**config.mk**
```make
export PLATFORM = sky130hd
export DESIGN_NAME = keypad_alarm_fsm
export DESIGN_NICKNAME = d
export VERILOG_FILES = /design/src/rtl/keypad_alarm_pkg.sv /design/src/rtl/ka_entry_decode.sv /design/src/rtl/ka_next_state.sv /design/src/rtl/ka_output_decode.sv /design/src/rtl/keypad_alarm_fsm.sv
export SDC_FILE = /design/constraint.sdc
export NUM_CORES = 1
export LEC_CHECK = 0
export BUFFER_PORTS_ARGS = -buffer_cell sky130_fd_sc_hd__buf_4
export CAP_MARGIN = 15
export CORE_AREA = 2 2 39 41
export CTS_CLUSTER_SIZE = 14
export DETAILED_ROUTE_END_ITERATION = 8
export DIE_AREA = 0 0 41 43
export GPL_TIMING_DRIVEN = 0
export PLACE_DENSITY = 0.35
export SLEW_MARGIN = 20
export SYNTH_ARGS = -nofsm -noshare
export SYNTH_HDL_FRONTEND = slang
export SYNTH_SLANG_ARGS = --single-unit
```
**constraint.sdc**
```tcl
create_clock -name clk -period 1.55 [get_ports clk]
set_clock_uncertainty 0.05 [all_clocks]
set_input_delay 0.31 -clock clk [delete_from_list [all_inputs] [get_ports clk]]
set_output_delay 0.31 -clock clk [all_outputs]
set_load 0.005 [all_outputs]
```
**src/rtl/keypad_alarm_pkg.sv**
```systemverilog
package keypad_alarm_pkg;

    localparam int unsigned KA_STATE_W = 2;

    typedef enum logic [KA_STATE_W-1:0] {
        ST_OFF    = 2'b00,
        ST_ARMED  = 2'b01,
        ST_STRIKE = 2'b10,
        ST_ALARM  = 2'b11
    } ka_state_e;

    typedef enum logic [1:0] {
        EV_NONE = 2'b00,
        EV_GOOD = 2'b01,
        EV_BAD  = 2'b10
    } ka_event_e;

endpackage

```
**src/rtl/ka_entry_decode.sv**
```systemverilog
module ka_entry_decode
    import keypad_alarm_pkg::*;
(
    input  logic      key_enter,
    input  logic      code_ok,
    output ka_event_e entry_ev
);

    // code_ok only counts while the enter pulse is present
    always_comb begin
        if (!key_enter) begin
            entry_ev = EV_NONE;
        end else if (code_ok) begin
            entry_ev = EV_GOOD;
        end else begin
            entry_ev = EV_BAD;
        end
    end

endmodule

```
**src/rtl/ka_next_state.sv**
```systemverilog
module ka_next_state
    import keypad_alarm_pkg::*;
(
    input  ka_state_e cur_state,
    input  ka_event_e entry_ev,
    output ka_state_e nxt_state
);

    always_comb begin
        nxt_state = cur_state;
        unique case (cur_state)
            ST_OFF: begin
                if (entry_ev == EV_GOOD) nxt_state = ST_ARMED;      // arm
            end
            ST_ARMED: begin
                if (entry_ev == EV_GOOD)     nxt_state = ST_OFF;    // disarm
                else if (entry_ev == EV_BAD) nxt_state = ST_STRIKE; // strike
            end
            ST_STRIKE: begin
                if (entry_ev == EV_GOOD)     nxt_state = ST_OFF;    // disarm
                else if (entry_ev == EV_BAD) nxt_state = ST_ALARM;  // trip
            end
            ST_ALARM: begin
                nxt_state = ST_ALARM;                               // absorbing
            end
            default: nxt_state = ST_OFF;
        endcase
    end

endmodule

```
**src/rtl/ka_output_decode.sv**
```systemverilog
module ka_output_decode
    import keypad_alarm_pkg::*;
(
    input  ka_state_e                cur_state,
    output logic                     alarm_on,
    output logic [KA_STATE_W-1:0]    arm_state
);

    always_comb begin
        arm_state = cur_state;
        unique case (cur_state)
            ST_ALARM: alarm_on = 1'b1;
            default:  alarm_on = 1'b0;
        endcase
    end

endmodule

```
**src/rtl/keypad_alarm_fsm.sv**
```systemverilog
module keypad_alarm_fsm
    import keypad_alarm_pkg::*;
(
    input  logic                  clk,
    input  logic                  rst,
    input  logic                  key_enter,
    input  logic                  code_ok,
    output logic                  alarm_on,
    output logic [KA_STATE_W-1:0] arm_state
);

    ka_event_e entry_ev;
    ka_state_e cur_state;
    ka_state_e nxt_state;

    ka_entry_decode u_entry (
        .key_enter (key_enter),
        .code_ok   (code_ok),
        .entry_ev  (entry_ev)
    );

    ka_next_state u_next (
        .cur_state (cur_state),
        .entry_ev  (entry_ev),
        .nxt_state (nxt_state)
    );

    // state register: synchronous reset has priority
    always_ff @(posedge clk) begin
        if (rst) begin
            cur_state <= ST_OFF;
        end else begin
            cur_state <= nxt_state;
        end
    end

    ka_output_decode u_out (
        .cur_state (cur_state),
        .alarm_on  (alarm_on),
        .arm_state (arm_state)
    );

endmodule

```
==> impl_metrics.json, run 1 <==
{
  "post_cts_setup_repair_bufs": 0,
  "static_power_due_to_leakage_nw": 0.0866,
  "floorplan.die.height_um": 43,
  "detailedRoute.firstIterationViolations": 2,
  "largest_register_ff_count": 2,
  "area.sequential_um2": 40.0,
  "average_vias_per_placed_instance": 3.49,
  "placeableCoreArea_um2": 1380,
  "number_of_standard_cells_after_synthesis": 14,
  "postSynthAreaPerCell_um2": 7.78,
  "antenna-diode-count": 0,
  "grtUsageTotal_pct": 5.01,
  "period_share_pct": 82.2,
  "die_outline_area_um2": 1760,
  "worst-slew-pin-transition_ps": 209,
  "cts_made_buffers": 3,
  "netlist_top_cells_area": "sky130_fd_sc_hd__dfxtp_1, sky130_fd_sc_hd__nor2b_1, sky130_fd_sc_hd__nor3b_2",
  "area_delta_synth_final_pct": 80.5,
  "post_route_cells_drive_above_1_share_pct": 47.8,
  "grt_overflow": 0,
  "layoutNonFillerInstCount": 39,
  "synth_cell_types": 9,
  "hold_path_startpoint": "rst",
  "synth.yosys.warnings": 0,
  "mostFrequentLayoutCell": "sky130_fd_sc_hd__buf_4",
  "worst_setup_path_end_kind": "output pin",
  "clockRootBuffer": "sky130_fd_sc_hd__clkbuf_4",
  "initial_core_util_pct": 7.87,
  "cts_repair_resize_count": 0,
  "cp.buffers_inverters": 1,
  "path_delay_family": "flip-flops",
  "portBuffers": 6,
  "globalplace.congestion": 0.583,
  "dp_slack_ps": 512,
  "cpPeakStageDelay_ps": 420,
  "cts_buffer_depth": 2,
  "grt_pass1_vias": 145,
  "die_width_um": 41,
  "synth_sequential_area_ratio_pct": 36.8,
  "setup_violations": 0,
  "synthesized_flop_and_latch_total": 2,
  "grt_antenna_before_repair": 0,
  "dp_hpwl_um": 237,
  "grt_pass1_wl_um": 496,
  "yosysTopAreaCellShare_pct": 36.8,
  "i_o_pins": 7,
  "fmax_ghz": 0.785,
  "insertion_delay_ps": 220,
  "min_path_type": "input pin to register",
  "crit_type": "register to output pin",
  "cap_violations": 0,
  "worstPathMaxFanout": 7,
  "cp_data_required_time_ps": 1190,
  "clk_transition_reported_paths_ps": 30,
  "relSlewSlack_pct": 86.1,
  "final_hold_violations": 0,
  "result_of_the_run": "complete, no violations",
  "worstPathArrival_ps": 910,
  "place.detailed.instances": 36,
  "detail_route.wl_per_cell_um": 8.18,
  "filler_cell_count": 151,
  "multi_input_area_um2": 65.1,
  "reg_top3": "cur_state: 2 flops",
  "drc": 0,
  "worst_slack_ps": 276,
  "cp_cell_sequence": "and2_2 > buf_4",
  "r2r-start": "cur_state[1]$_SDFFE_PP0P_",
  "maxSlewViolCount": 0,
  "design.final.nets": 29,
  "num_rows": 14,
  "netlist.top_cell.by_area": "sky130_fd_sc_hd__dfxtp_1",
  "leading_cell_types_in_the_layout_fill_and_taps_excluded": "sky130_fd_sc_hd__buf_4, sky130_fd_sc_hd__clkbuf_4",
  "vias": 136,
  "final_routed_wirelength_across_all_metal_layers_um": 319,
  "synthesis.nets": 18,
  "powerDensity_nw_per_um2": 986,
  "postRouteAntennaNets": 0,
  "cts_tree": "built",
  "h-tree-depth": 1,
  "largest_net_degree_at_the_start_of_global_routing": 8,
  "timing.critical_path.from": "cur_state[1]$_SDFFE_PP0P_",
  "timing.critical_path.slowest_stage_cell": "sky130_fd_sc_hd__dfxtp_1",
  "cts.hold.buffers_added": 0,
  "final.min_clock_period_ps": 1270,
  "drt-pass1-iter-count": 2,
  "tns_ps": 0,
  "mappedNetlistArea_um2": 109,
  "cts_num_sinks": 2,
  "power.ir.vdd_worst_mv": 0.141,
  "timing.critical_path.from_type": "register",
  "registers.top_by_ff_count": "cur_state",
  "grt_setup_unrepaired": "false"
}
## where the power goes
group	switching (W)	total [W]	internal, W
clock network	0.0000311	0.000117	0.0000855
logic	0.00000752	0.0000198	0.0000123
registers	0.00000308	0.0000573	0.0000542
total	0.0000417	0.000194	0.000152
## metrics by stage
| stage | power, W | util [%] | area [µm²] | hold slack, ps |
|---|---|---|---|---|
| 5_1_grt | 0.000201 | 14.2 | 196 | 208 |
| 3_3_place_gp | 0.0000763 | 12.6 | 174 | 427 |
| 3_5_place_dp | 0.0000780 | 12.6 | 174 | 436 |
| 6_report | 0.000194 | 14.2 | 196 | 200 |
| 4_1_cts | 0.000201 | 14.2 | 196 | 196 |
| 2_1_floorplan | 0.0000647 | - | 109 | 329 |
## cell families after synthesis
logic type | count (synthesis) | share of synthesized area, %
DFF | 2 | 36.8
AOI/OAI and AO/OA | 5 | 23.0
and+or+nand+nor | 6 | 36.8
buffers and inverters | 1 | 3.44
## final cells by class
class / instances / area share (%)
tap: 16 / 10.2
multi-input combinational: 11 / 33.1
sequential: 2 / 20.4
clock buffer: 3 / 11.5
inverter: 1 / 1.91
timing repair buffer: 6 / 22.9
## Yosys cell counts (all sizes together)
master / instances
o21ai: 3
a21oi: 2
dfxtp: 2
nand2: 2
nor2b: 2
and2: 1
inv: 1
nor3b: 1
## routing by layer
layer | global-route usage (%) | vias to the layer above | part of all wire (%)
li1 | - | 66 | -
met5 | 0 | - | 0
met2 | 5.31 | 9 | 40
met4 | 8.00 | 0 | 3.1
met1 | 4.79 | 59 | 42
met3 | 3.14 | 2 | 14
## worst paths after layout
check	slack [ps]	endpoint	cells past startpoint
setup reg to reg	660	cur_state[0]$_SDFFE_PP0P_	3
hold / removal	200	cur_state[1]$_SDFFE_PP0P_	2
hold reg to reg	480	cur_state[1]$_SDFFE_PP0P_	2
setup / recovery	280	alarm_on	2
## worst reg2reg max path, delay by kind of cell (launching register included)
family,cells,cell delay [ps]
AND/OR/NAND/NOR,1,160
flip-flops,1,420
AO/OA/AOI/OAI,2,190
(Power assumes the default switching activity.)
==> inputs of run 2 (changes only) <==
==> constraint.sdc (replaced) <==
create_clock -name clk -period 1.1 [get_ports clk]
set_clock_uncertainty 0.05 [all_clocks]
set_input_delay 0.22 -clock clk [delete_from_list [all_inputs] [get_ports clk]]
set_output_delay 0.22 -clock clk [all_outputs]
set_load 0.005 [all_outputs]
==> impl_metrics.json, run 2 (synthesized netlist as in run 1, its figures left out) <==
{
  "timing.critical_path.slowest_stage_cell": "sky130_fd_sc_hd__dfxtp_4",
  "worstPathMaxFanout": 2,
  "layoutNonFillerInstCount": 40,
  "cp_data_required_time_ps": 830,
  "i_o_pins": 7,
  "registers.top_by_ff_count": "cur_state",
  "internal_portion_of_total_power_w": 0.000215,
  "grt_antenna_before_repair": 0,
  "period_share_pct": 99.3,
  "result_of_the_run": "complete, no violations",
  "relSlewSlack_pct": 88.4,
  "min_path_type": "input pin to register",
  "dp_hpwl_um": 237,
  "setup_violations": 0,
  "globalplace.congestion": 0.583,
  "vias": 131,
  "maxSlewViolCount": 0,
  "powerDensity_nw_per_um2": 1300,
  "final.min_clock_period_ps": 1090,
  "cts_buffer_depth": 2,
  "static_power_due_to_leakage_nw": 0.0945,
  "antenna-diode-count": 0,
  "seqPwrFrac_pct": 28.3,
  "grt_pass1_wl_um": 517,
  "design.final.nets": 30,
  "cts_made_buffers": 3,
  "post_route_cells_drive_above_1_share_pct": 58.3,
  "cp_cell_sequence": "and2_4 > buf_4",
  "drc": 0,
  "postRouteAntennaNets": 0,
  "power.share.switching_pct": 22.7,
  "largest_register_ff_count": 2,
  "largest_net_degree_at_the_start_of_global_routing": 7,
  "switchingPower_w": 0.0000632,
  "cp.buffers_inverters": 1,
  "comb_power_share_pct": 11.3,
  "worstPathArrival_ps": 820,
  "cpPeakStageDelay_ps": 330,
  "worst_setup_path_end_kind": "output pin",
  "placeableCoreArea_um2": 1380,
  "clkPwrFrac_pct": 60.4,
  "place.detailed.instances": 36,
  "drt-pass1-iter-count": 2,
  "h-tree-depth": 1,
  "initial_core_util_pct": 7.87,
  "final_hold_violations": 0,
  "cts_tree": "built",
  "average_vias_per_placed_instance": 3.28,
  "leading_cell_types_in_the_layout_fill_and_taps_excluded": "sky130_fd_sc_hd__buf_4, sky130_fd_sc_hd__clkbuf_4",
  "cts_num_sinks": 2,
  "portBuffers": 6,
  "path_delay_family": "flip-flops",
  "filler_cell_count": 154,
  "timing.critical_path.from_type": "register",
  "floorplan.die.height_um": 43,
  "grt_setup_unrepaired": "true",
  "detailedRoute.firstIterationViolations": 1,
  "die_outline_area_um2": 1760,
  "worst-slew-pin-transition_ps": 172,
  "insertion_delay_ps": 230,
  "power.ir.vdd_worst_mv": 0.293,
  "cts.hold.buffers_added": 0,
  "mostFrequentLayoutCell": "sky130_fd_sc_hd__buf_4",
  "die_width_um": 41,
  "detail_route.wl_per_cell_um": 8.88,
  "crit_type": "register to output pin",
  "clockRootBuffer": "sky130_fd_sc_hd__clkbuf_4",
  "grt_pass1_vias": 153,
  "grt_overflow": 0,
  "reg_top3": "cur_state: 2 flops",
  "area_delta_synth_final_pct": 96.6,
  "cap_violations": 0,
  "clk_transition_reported_paths_ps": 30,
  "fmax_ghz": 0.916,
  "final_routed_wirelength_across_all_metal_layers_um": 355,
  "power_total_w": 0.000279,
  "num_rows": 14,
  "grtUsageTotal_pct": 5.21
}
run 2: metal layers:
layer / routed length, µm / up-vias / global-route usage, %
met4: 0 / 0 / 8.00
li1: - / 67 / -
met5: 0 / - / 0
met1: 134 / 57 / 4.47
met3: 44 / 0 / 3.14
met2: 176 / 7 / 6.25
run 2: worst reg2reg max path, cell delays in order (launching register included):
cell	delay, ps
sky130_fd_sc_hd__dfxtp_4	330
sky130_fd_sc_hd__buf_6	120
sky130_fd_sc_hd__nor2b_1	120
sky130_fd_sc_hd__o21ai_1	130
sky130_fd_sc_hd__a21oi_1	80
run 2: worst paths after layout:
kind / start / endpoint / slack, ps / cells after the start
setup / recovery: cur_state[1]$_SDFFE_PP0P_ / alarm_on / 8 / 2
hold / removal: rst / cur_state[1]$_SDFFE_PP0P_ / 100 / 2
setup reg to reg: cur_state[1]$_SDFFE_PP0P_ / cur_state[0]$_SDFFE_PP0P_ / 160 / 4
hold reg to reg: cur_state[0]$_SDFFE_PP0P_ / cur_state[0]$_SDFFE_PP0P_ / 470 / 2
run 2: repair_timing:
| action | in CTS | in global routing |
|---|---|---|
| resized for setup | 5 | 0 |
| cloned | 0 | 0 |
| endpoints found under the setup margin | 1 | 1 |
| buffers inserted | 1 | 0 |
| pin swaps | 0 | 0 |
run 2: per-stage QoR:
stage	instance area, µm²	setup WS [ps]	hold slack (ps)	TNS (ps)	utilization (%)
after floorplan	109	265	239	0	-
after global placement	174	171	337	0	12.6
after detailed placement	174	152	346	0	12.6
after CTS	214	-2.86	96.3	-2.86	15.5
after global routing	214	-10.3	109	-10.3	15.5
final	214	7.85	103	0	15.5
run 2: layout make-up:
class	instances	area, µm²	area share (%)
Sequential cell	2	45.0	21.1
Tap cell	16	20.0	9.36
Timing Repair Buffer	7	56.3	26.3
Multi-Input combinational cell	11	66.3	31.0
Clock buffer	3	22.5	10.5
Inverter	1	3.75	1.75
run 2: power by group through the flow:
stage	clock (W)	combinational (W)	sequential [W]
after detailed placement	0	0.0000283	0.0000816
after global placement	0	0.0000266	0.0000810
after floorplan	0	0.0000101	0.0000812
after global routing	0.000174	0.0000354	0.0000791
after CTS	0.000174	0.0000318	0.0000786
final	0.000168	0.0000316	0.0000787
